===== src/rtl/msr_pkg.sv =====
package msr_pkg;
    localparam int NUM_LINES = 4;
    localparam int RING_IDX  = 2;

    typedef enum logic {
        FLAG_CLEAR = 1'b0,
        FLAG_SET   = 1'b1
    } flag_state_t;

    typedef enum logic {
        PRIME_WAIT = 1'b0,
        PRIME_RUN  = 1'b1
    } prime_state_t;

    typedef enum logic {
        EDGE_BOTH = 1'b0,
        EDGE_FALL = 1'b1
    } edge_mode_t;
endpackage


===== src/rtl/msr_sync.sv =====
module msr_sync #(
    parameter int   STAGES    = 2,
    parameter int   WIDTH     = 4,
    parameter logic RESET_VAL = 1'b1
) (
    input  logic             clk,
    input  logic             rst_n,
    input  logic [WIDTH-1:0] d_in,
    output logic [WIDTH-1:0] d_out
);
    logic [WIDTH-1:0] chain [STAGES];

    generate
        for (genvar s = 0; s < STAGES; s++) begin : g_stage
            always_ff @(posedge clk or negedge rst_n) begin
                if (!rst_n) begin
                    chain[s] <= {WIDTH{RESET_VAL}};
                end else if (s == 0) begin
                    chain[s] <= d_in;
                end else begin
                    chain[s] <= chain[(s == 0) ? 0 : s-1];
                end
            end
        end
    endgenerate

    assign d_out = chain[STAGES-1];
endmodule


===== src/rtl/msr_level_select.sv =====
module msr_level_select #(
    parameter int WIDTH = 4
) (
    input  logic             loop_en,
    input  logic [WIDTH-1:0] sync_n,
    input  logic [WIDTH-1:0] ctl,
    output logic [WIDTH-1:0] level
);
    always_comb begin
        if (loop_en) begin
            level = ctl;
        end else begin
            level = ~sync_n;
        end
    end
endmodule


===== src/rtl/msr_prime_fsm.sv =====
module msr_prime_fsm
    import msr_pkg::*;
#(
    parameter int SYNC_STAGES = 2
) (
    input  logic clk,
    input  logic rst_n,
    output logic detect_en
);
    localparam int CNT_W = $clog2(SYNC_STAGES + 2);
    localparam logic [CNT_W-1:0] CNT_LAST = CNT_W'(SYNC_STAGES);

    prime_state_t state_q, state_d;
    logic [CNT_W-1:0] cnt_q, cnt_d;

    always_comb begin
        state_d = state_q;
        cnt_d   = cnt_q;
        unique case (state_q)
            PRIME_WAIT: begin
                if (cnt_q == CNT_LAST) begin
                    state_d = PRIME_RUN;
                end else begin
                    cnt_d = cnt_q + 1'b1;
                end
            end
            PRIME_RUN: begin
                state_d = PRIME_RUN;
            end
            default: state_d = PRIME_WAIT;
        endcase
    end

    always_ff @(posedge clk or negedge rst_n) begin
        if (!rst_n) begin
            state_q <= PRIME_WAIT;
            cnt_q   <= '0;
        end else begin
            state_q <= state_d;
            cnt_q   <= cnt_d;
        end
    end

    always_comb begin
        unique case (state_q)
            PRIME_WAIT: detect_en = 1'b0;
            PRIME_RUN:  detect_en = 1'b1;
            default:    detect_en = 1'b0;
        endcase
    end
endmodule


===== src/rtl/msr_change_flag.sv =====
module msr_change_flag
    import msr_pkg::*;
#(
    parameter edge_mode_t EDGE_MODE = EDGE_BOTH
) (
    input  logic clk,
    input  logic rst_n,
    input  logic detect_en,
    input  logic level,
    input  logic rd,
    output logic flag
);
    flag_state_t state_q, state_d;
    logic        prev_q;
    logic        change;

    always_ff @(posedge clk or negedge rst_n) begin
        if (!rst_n) begin
            prev_q <= 1'b0;
        end else begin
            prev_q <= level;
        end
    end

    generate
        if (EDGE_MODE == EDGE_FALL) begin : g_fall
            assign change = detect_en & prev_q & ~level;
        end else begin : g_both
            assign change = detect_en & (prev_q ^ level);
        end
    endgenerate

    always_comb begin
        state_d = state_q;
        unique case (state_q)
            FLAG_CLEAR: begin
                if (change) state_d = FLAG_SET;
            end
            FLAG_SET: begin
                if (rd && !change) state_d = FLAG_CLEAR;
            end
            default: state_d = FLAG_CLEAR;
        endcase
    end

    always_ff @(posedge clk or negedge rst_n) begin
        if (!rst_n) begin
            state_q <= FLAG_CLEAR;
        end else begin
            state_q <= state_d;
        end
    end

    always_comb begin
        unique case (state_q)
            FLAG_CLEAR: flag = 1'b0;
            FLAG_SET:   flag = 1'b1;
            default:    flag = 1'b0;
        endcase
    end
endmodule


===== src/rtl/modem_status_reg.sv =====
module modem_status_reg
    import msr_pkg::*;
#(
    parameter int SYNC_STAGES = 2
) (
    input  logic                 clk,
    input  logic                 rst_n,
    input  logic [NUM_LINES-1:0] pin_n,
    input  logic                 loop_en,
    input  logic [NUM_LINES-1:0] loop_ctl,
    input  logic                 stat_rd,
    input  logic                 stat_irq_en,
    output logic [2*NUM_LINES-1:0] stat_q,
    output logic                 stat_irq
);
    logic [NUM_LINES-1:0] pins_sync_n;
    logic [NUM_LINES-1:0] level;
    logic [NUM_LINES-1:0] flags;
    logic                 detect_en;

    msr_sync #(
        .STAGES   (SYNC_STAGES),
        .WIDTH    (NUM_LINES),
        .RESET_VAL(1'b1)
    ) u_sync (
        .clk  (clk),
        .rst_n(rst_n),
        .d_in (pin_n),
        .d_out(pins_sync_n)
    );

    msr_level_select #(
        .WIDTH(NUM_LINES)
    ) u_select (
        .loop_en(loop_en),
        .sync_n (pins_sync_n),
        .ctl    (loop_ctl),
        .level  (level)
    );

    msr_prime_fsm #(
        .SYNC_STAGES(SYNC_STAGES)
    ) u_prime (
        .clk      (clk),
        .rst_n    (rst_n),
        .detect_en(detect_en)
    );

    generate
        for (genvar i = 0; i < NUM_LINES; i++) begin : g_line
            localparam edge_mode_t MODE = (i == RING_IDX) ? EDGE_FALL : EDGE_BOTH;
            msr_change_flag #(
                .EDGE_MODE(MODE)
            ) u_flag (
                .clk      (clk),
                .rst_n    (rst_n),
                .detect_en(detect_en),
                .level    (level[i]),
                .rd       (stat_rd),
                .flag     (flags[i])
            );
        end
    endgenerate

    assign stat_q   = {level, flags};
    assign stat_irq = stat_irq_en & (|flags);
endmodule


===== config.mk =====
export PLATFORM = sky130hd
export DESIGN_NAME = modem_status_reg
export DESIGN_NICKNAME = d
export VERILOG_FILES = /design/src/rtl/msr_pkg.sv /design/src/rtl/msr_sync.sv /design/src/rtl/msr_level_select.sv /design/src/rtl/msr_prime_fsm.sv /design/src/rtl/msr_change_flag.sv /design/src/rtl/modem_status_reg.sv
export SDC_FILE = /design/constraint.sdc
export NUM_CORES = 1
export LEC_CHECK = 0
export BUFFER_PORTS_ARGS = -buffer_cell sky130_fd_sc_hd__buf_2
export CORE_MARGIN = 5
export CORE_UTILIZATION = 48
export DETAILED_ROUTE_END_ITERATION = 10
export PLACE_DENSITY = 0.75
export SYNTH_ARGS = -nofsm -noshare
export SYNTH_HDL_FRONTEND = slang
export SYNTH_SLANG_ARGS = --single-unit

===== constraint.sdc =====
create_clock -name clk -period 1.7 [get_ports clk]
set_clock_uncertainty 0.2 [all_clocks]
set_input_delay 0.34 -clock clk [delete_from_list [all_inputs] [get_ports clk]]
set_output_delay 0.34 -clock clk [all_outputs]
set_load 0.01 [all_outputs]

---- After elaboration in Yosys (flattened, before gate mapping) ----
Cells that the tools add are included.
operators by class
  multipliers ............................. 0
  reductions and logical operators ........ 10
  div/mod/pow operators ................... 0
  add/subtract/negate cells ............... 1
  shifts and indexed selects .............. 0
  multiplexer cells ....................... 20
  bitwise gates (word level) .............. 17
  order comparisons ....................... 0
  eq/ne operators ......................... 1
operator list
  kind                                          number
  one-hot mux 1 bit (2 select lines)            10
  2-to-1 mux 1 bit                              9
  inverter 1 bit                                7
  bitwise AND 1 bit                             6
  logical AND 1 bit                             4
  zero test 1 bit                               4
  2-to-1 mux 4 bit                              1
  inverter 4 bit                                1
  OR reduction 4 bit                            1
  bitwise XOR 1 bit                             3
  adder 2 x 1 -> 2 bit (second input constant)  1
  equality test 2 bit (second input constant)   1
  AND reduction 2 bit                           1
word-level totals
  input bits .............................. 13
  memories kept ........................... 0
  bits in writable memories ............... 0
  output and inout port bits .............. 9
  logic and storage cells ................. 61
  memory bits (read-only) ................. 0
  bits in latches ......................... 0
  register bits after elaboration ......... 19

---- Logic depth before layout (Yosys ltp) ----
  word-level depth ........................ 8
  mapped depth ............................ 5
  gate-level depth less buffers ........... 5

---- Cells and area by module ----
From an unflattened synthesis, not the netlist that was laid out.
unflattened totals
  cell total of the unflattened synthesis .. 50
  area, all modules ....................... 696.9 µm²
modules (own cells, without submodules)
  module                                   area an instance (µm²)  times used  cells each  sequential area each (µm²)
  msr_sync                                 240.2                   1           12          210.2
  msr_change_flag at g_line[0].u_flag ...  71.3                    3           5           50.0
  msr_prime_fsm                            126.4                   1           9           75.1
  msr_change_flag at g_line[2].u_flag      70.1                    1           5           50.0
  msr_level_select                         35.0                    1           8           0.0
  modem_status_reg                         11.3                    1           1           0.0

---- Least setup slack after synthesis ----
No wires, ideal clock.
  path type ............................... input -> output
  start point ............................. input loop_en
  end point ............................... output stat_q[6]
  required time ........................... 1.160 ns
  stages .................................. 3
  setup slack ............................. 0.303 ns
  arrival time ............................ 0.857 ns
  path buffers ............................ 2
  cell sequence ........................... buf_6 > o21ai_0 > buf_4
between the ends
  longest elaborated chain between the ends .. 1
RTL lines
  what              line                    RTL
  from (decl)       modem_status_reg.sv:9   input logic loop_en,
  2-to-1 mux 4 bit  msr_level_select.sv:10  if (loop_en) begin
  to (decl)         modem_status_reg.sv:13  output logic [2*NUM_LINES-1:0] stat_q,
Every way passes these cells.

---- Worst setup path after layout ----
  start point ............................. register g_line[1].u_flag.state_q
  end point ............................... output stat_irq
between the ends
  longest elaborated chain between the ends .. 4
RTL lines
  what                                  line                    RTL
  from (decl)                           msr_change_flag.sv:13   flag_state_t state_q, state_d;
  from (signal assigned)                msr_change_flag.sv:50   state_q <= state_d;
  inverter 1 bit                        msr_change_flag.sv:55   unique case (state_q)
  one-hot mux 1 bit (2 select lines) *  msr_change_flag.sv:55
  OR reduction 4 bit *                  modem_status_reg.sv:66  assign stat_irq = stat_irq_en & (|flags);
  bitwise AND 1 bit *                   modem_status_reg.sv:66
  to (decl)                             modem_status_reg.sv:14  output logic stat_irq
Mark *: on every way between the ends. The rest lies on a longest branch, timed or not.

==> impl_metrics.toml <==
[run_status]
status = "complete, but fails checks"
violations = "negative setup slack"

[clock_tree]
clock_sinks = 19
htree_levels = 1
cts-root-buf = "clkbuf_4"
clk_pin_slew_worst_paths_ns = 0.10
cts_tree = "built"
clk_latency_ns = 0.28
cts_inserted_buffers = 3
cts.path.max_buffers = 2

[timing]
setup_violations = 2
layout_min_cycle_time_ns = 1.77
totalNegativeSetupSlack_ns = -0.0978
hold_violations = 0
fmax_ghz = 0.566
drv_slew = 0
whs_ns = 0.123
setup_ws_ns = -0.0661
tightestPinTransition_ns = 0.398
maxSlewHeadroom_pct = 73.5
finalCritPeriodShare_pct = 104
rsz0062_at_grt = "true"

[grt]
grt_pass1_vias = 616
grt_max_degree = 20
grt_first_pass_wirelength_um = 2530
grtUsageTotal_pct = 13.0
antenna_found_initial = 0
overflow = 0

[drt]
wl_per_cell_um = 14.3
drt-vias-per-instance = 5.02
dr.pass1.iters = 2
antenna_left = 0
drc = 0
wirelength_um = 1490
via_count = 522
drt_iter0_markers = 1

[place]
dp_hpwl_um = 978
place.gp.congestion = 0.725
port_buffers = 21
post_dp_cell_area_um2 = 821

[die]
rows = 14
die_x_um = 49.8
core_area_um2 = 1510
die_y_um = 49.8
die_area_um2 = 2480
io_pins = 22
start_util_pct = 50.4

[worst_setup_path]
worstPathCellList = "o41a_1 -> buf_2"
critPathMaxStageDelay_ns = 0.41
worstSetupEndpointType = "output port"
cp.arrival_ns = 1.23
cp_max_fo = 3
start_kind = "flip-flop"
cp.required_ns = 1.16
crit_path_top_delay_cell = "dfrtp_1"
crit_type = "flip-flop to output port"

[cells_and_area]
syn2layout_area_growth_pct = 29.0
multi_input_area_um2 = 211
final_common_cell = "buf_2"
nNetsFinal = 103
layout_common_cells = "20 x buf_2, 11 x dfrtp_1, 8 x inv_1, 8 x dfstp_2, 6 x buf_4"
n_antenna_cell = 0
nFillCells = 126
drive_gt1_share_pct = 48.9
post-route-util_pct = 65.0
final_area_um2 = 980
seq_area_um2 = 485

[logic_synthesis]
avgSynthCellArea_um2 = 12.5
mappedNetlistArea_um2 = 759
ys_seq_elements = 19
yosys.cell_types.count = 20
syn_nets = 75
yosys_warnings = 0
syn_inst = 61
yosysSeqAreaShare_pct = 63.9

[pwr]
power_frac_comb_pct = 16.5
clock_power_share_pct = 24.6
power_density_nw_per_um2 = 877
p_sw_share_pct = 23.9
p_seq_share_pct = 58.9
leakagePower_uw = 0.000472
power.switching_uw = 205
ir_drop_mv = 0.573
internal_power_uw = 654

[job]
drv_cap = 0

[worst_hold_path]
min_path_type = "primary input to flip-flop"
per-layer routing:
metal | up-vias | track usage [%] | part of all wire, %
met3 | 2 | 4.52 | 5.2
met1 | 253 | 14.1 | 37
li1 | 251 | - | -
met4 | 0 | 5.68 | 1.4
met5 | - | 0 | 0
met2 | 16 | 22.5 | 56
worst paths after layout:
| check | cells after the start | slack [ns] | from | endpoint |
|---|---|---|---|---|
| setup / recovery | 2 | -0.07 | g_line[1].u_flag.state_q$_DFF_PN0_ | stat_irq |
| hold / removal | 2 | 0.12 | stat_rd | g_line[1].u_flag.state_q$_DFF_PN0_ |
| setup reg to reg | 4 | 0.33 | u_sync.d_out[1]$_DFF_PN1_ | g_line[1].u_flag.state_q$_DFF_PN0_ |
| hold reg to reg | 0 | 0.16 | u_sync.chain[5]$_DFF_PN1_ | u_sync.d_out[1]$_DFF_PN1_ |
| max in group asynchronous | 2 | 0.68 | rst_n | u_sync.d_out[1]$_DFF_PN1_ |
| min in group asynchronous | 2 | 0.30 | rst_n | g_line[0].u_flag.state_q$_DFF_PN0_ |
cell families (layout without fill, tap and decap cells):
family | Yosys count | after routing | synth area share (%)
fa+ha+maj | 1 | 1 | 1.65
buf+inv | 17 | 44 | 13.3
flops | 19 | 19 | 63.9
compound gates | 13 | 13 | 14.0
simple gates | 10 | 10 | 5.93
xor+xnor | 1 | 1 | 1.15
Yosys cell counts:
library cell,n,area share [%]
dfrtp_1,11,36
buf_4,8,7.9
dfstp_2,8,28
inv_1,8,4.0
nand2_1,5,2.5
a21oi_1,3,2.0
nor2_1,3,1.5
a2111o_1,2,3.0
o221ai_1,2,2.3
a221o_1,1,1.3
buf_6,1,1.5
ha_1,1,1.6
nor2b_1,1,0.82
nor2b_2,1,1.2
o2111a_1,1,1.5
o21ai_0,1,0.66
o21ai_1,1,0.66
o2bb2ai_1,1,1.2
o41a_1,1,1.5
xnor2_1,1,1.2
sequential cells by signal (all words and copies together) (netlist names):
register,cells
u_sync.d_out,4
u_sync.chain,4
g_line.u_flag.prev_q,4
u_prime.cnt_q,2
g_line.u_flag.state_q,4
u_prime.state_q,1
area by class of cell:
cell class,instances,share of cell area [%]
Sequential cell,19,49.6
Multi-Input combinational cell,25,21.6
Timing Repair Buffer,32,21.1
Inverter,8,3.07
Clock buffer,4,2.68
Tap cell,16,2.04
worst max-delay path: cells and delay by family, from the launching register on:
kind                   cells  cell delay (ns)
buffers and inverters      1             0.14
AO/OA/AOI/OAI              1             0.40
flip-flops                 1             0.41
power by group through the flow:
stage	Combinational [µW]	Clock [µW]	Sequential, µW
2_1_floorplan	77.7	0	509
3_3_place_gp	97.2	0	512
3_5_place_dp	100	0	514
4_1_cts	120	222	505
5_1_grt	156	250	511
6_report	142	212	506
metrics by stage:
step / power, µW / cells / setup WS (ns)
final: 859 / 104 / -0.0661
after detailed placement: 614 / 90 / 0.113
after CTS: 848 / 100 / -0.0736
after global placement: 609 / 90 / 0.181
after global routing: 917 / 104 / -0.139
after floorplan: 587 / 61 / 0.303
timing repair:
action / in CTS / in global routing
hold endpoints to repair: 15 / 0
gates resized for setup: 5 / 4
endpoints found under the setup margin: 3 / 3
hold buffers: 5 / 0
setup buffers: 1 / 4
Note: power is estimated with default switching activity, not from simulation.
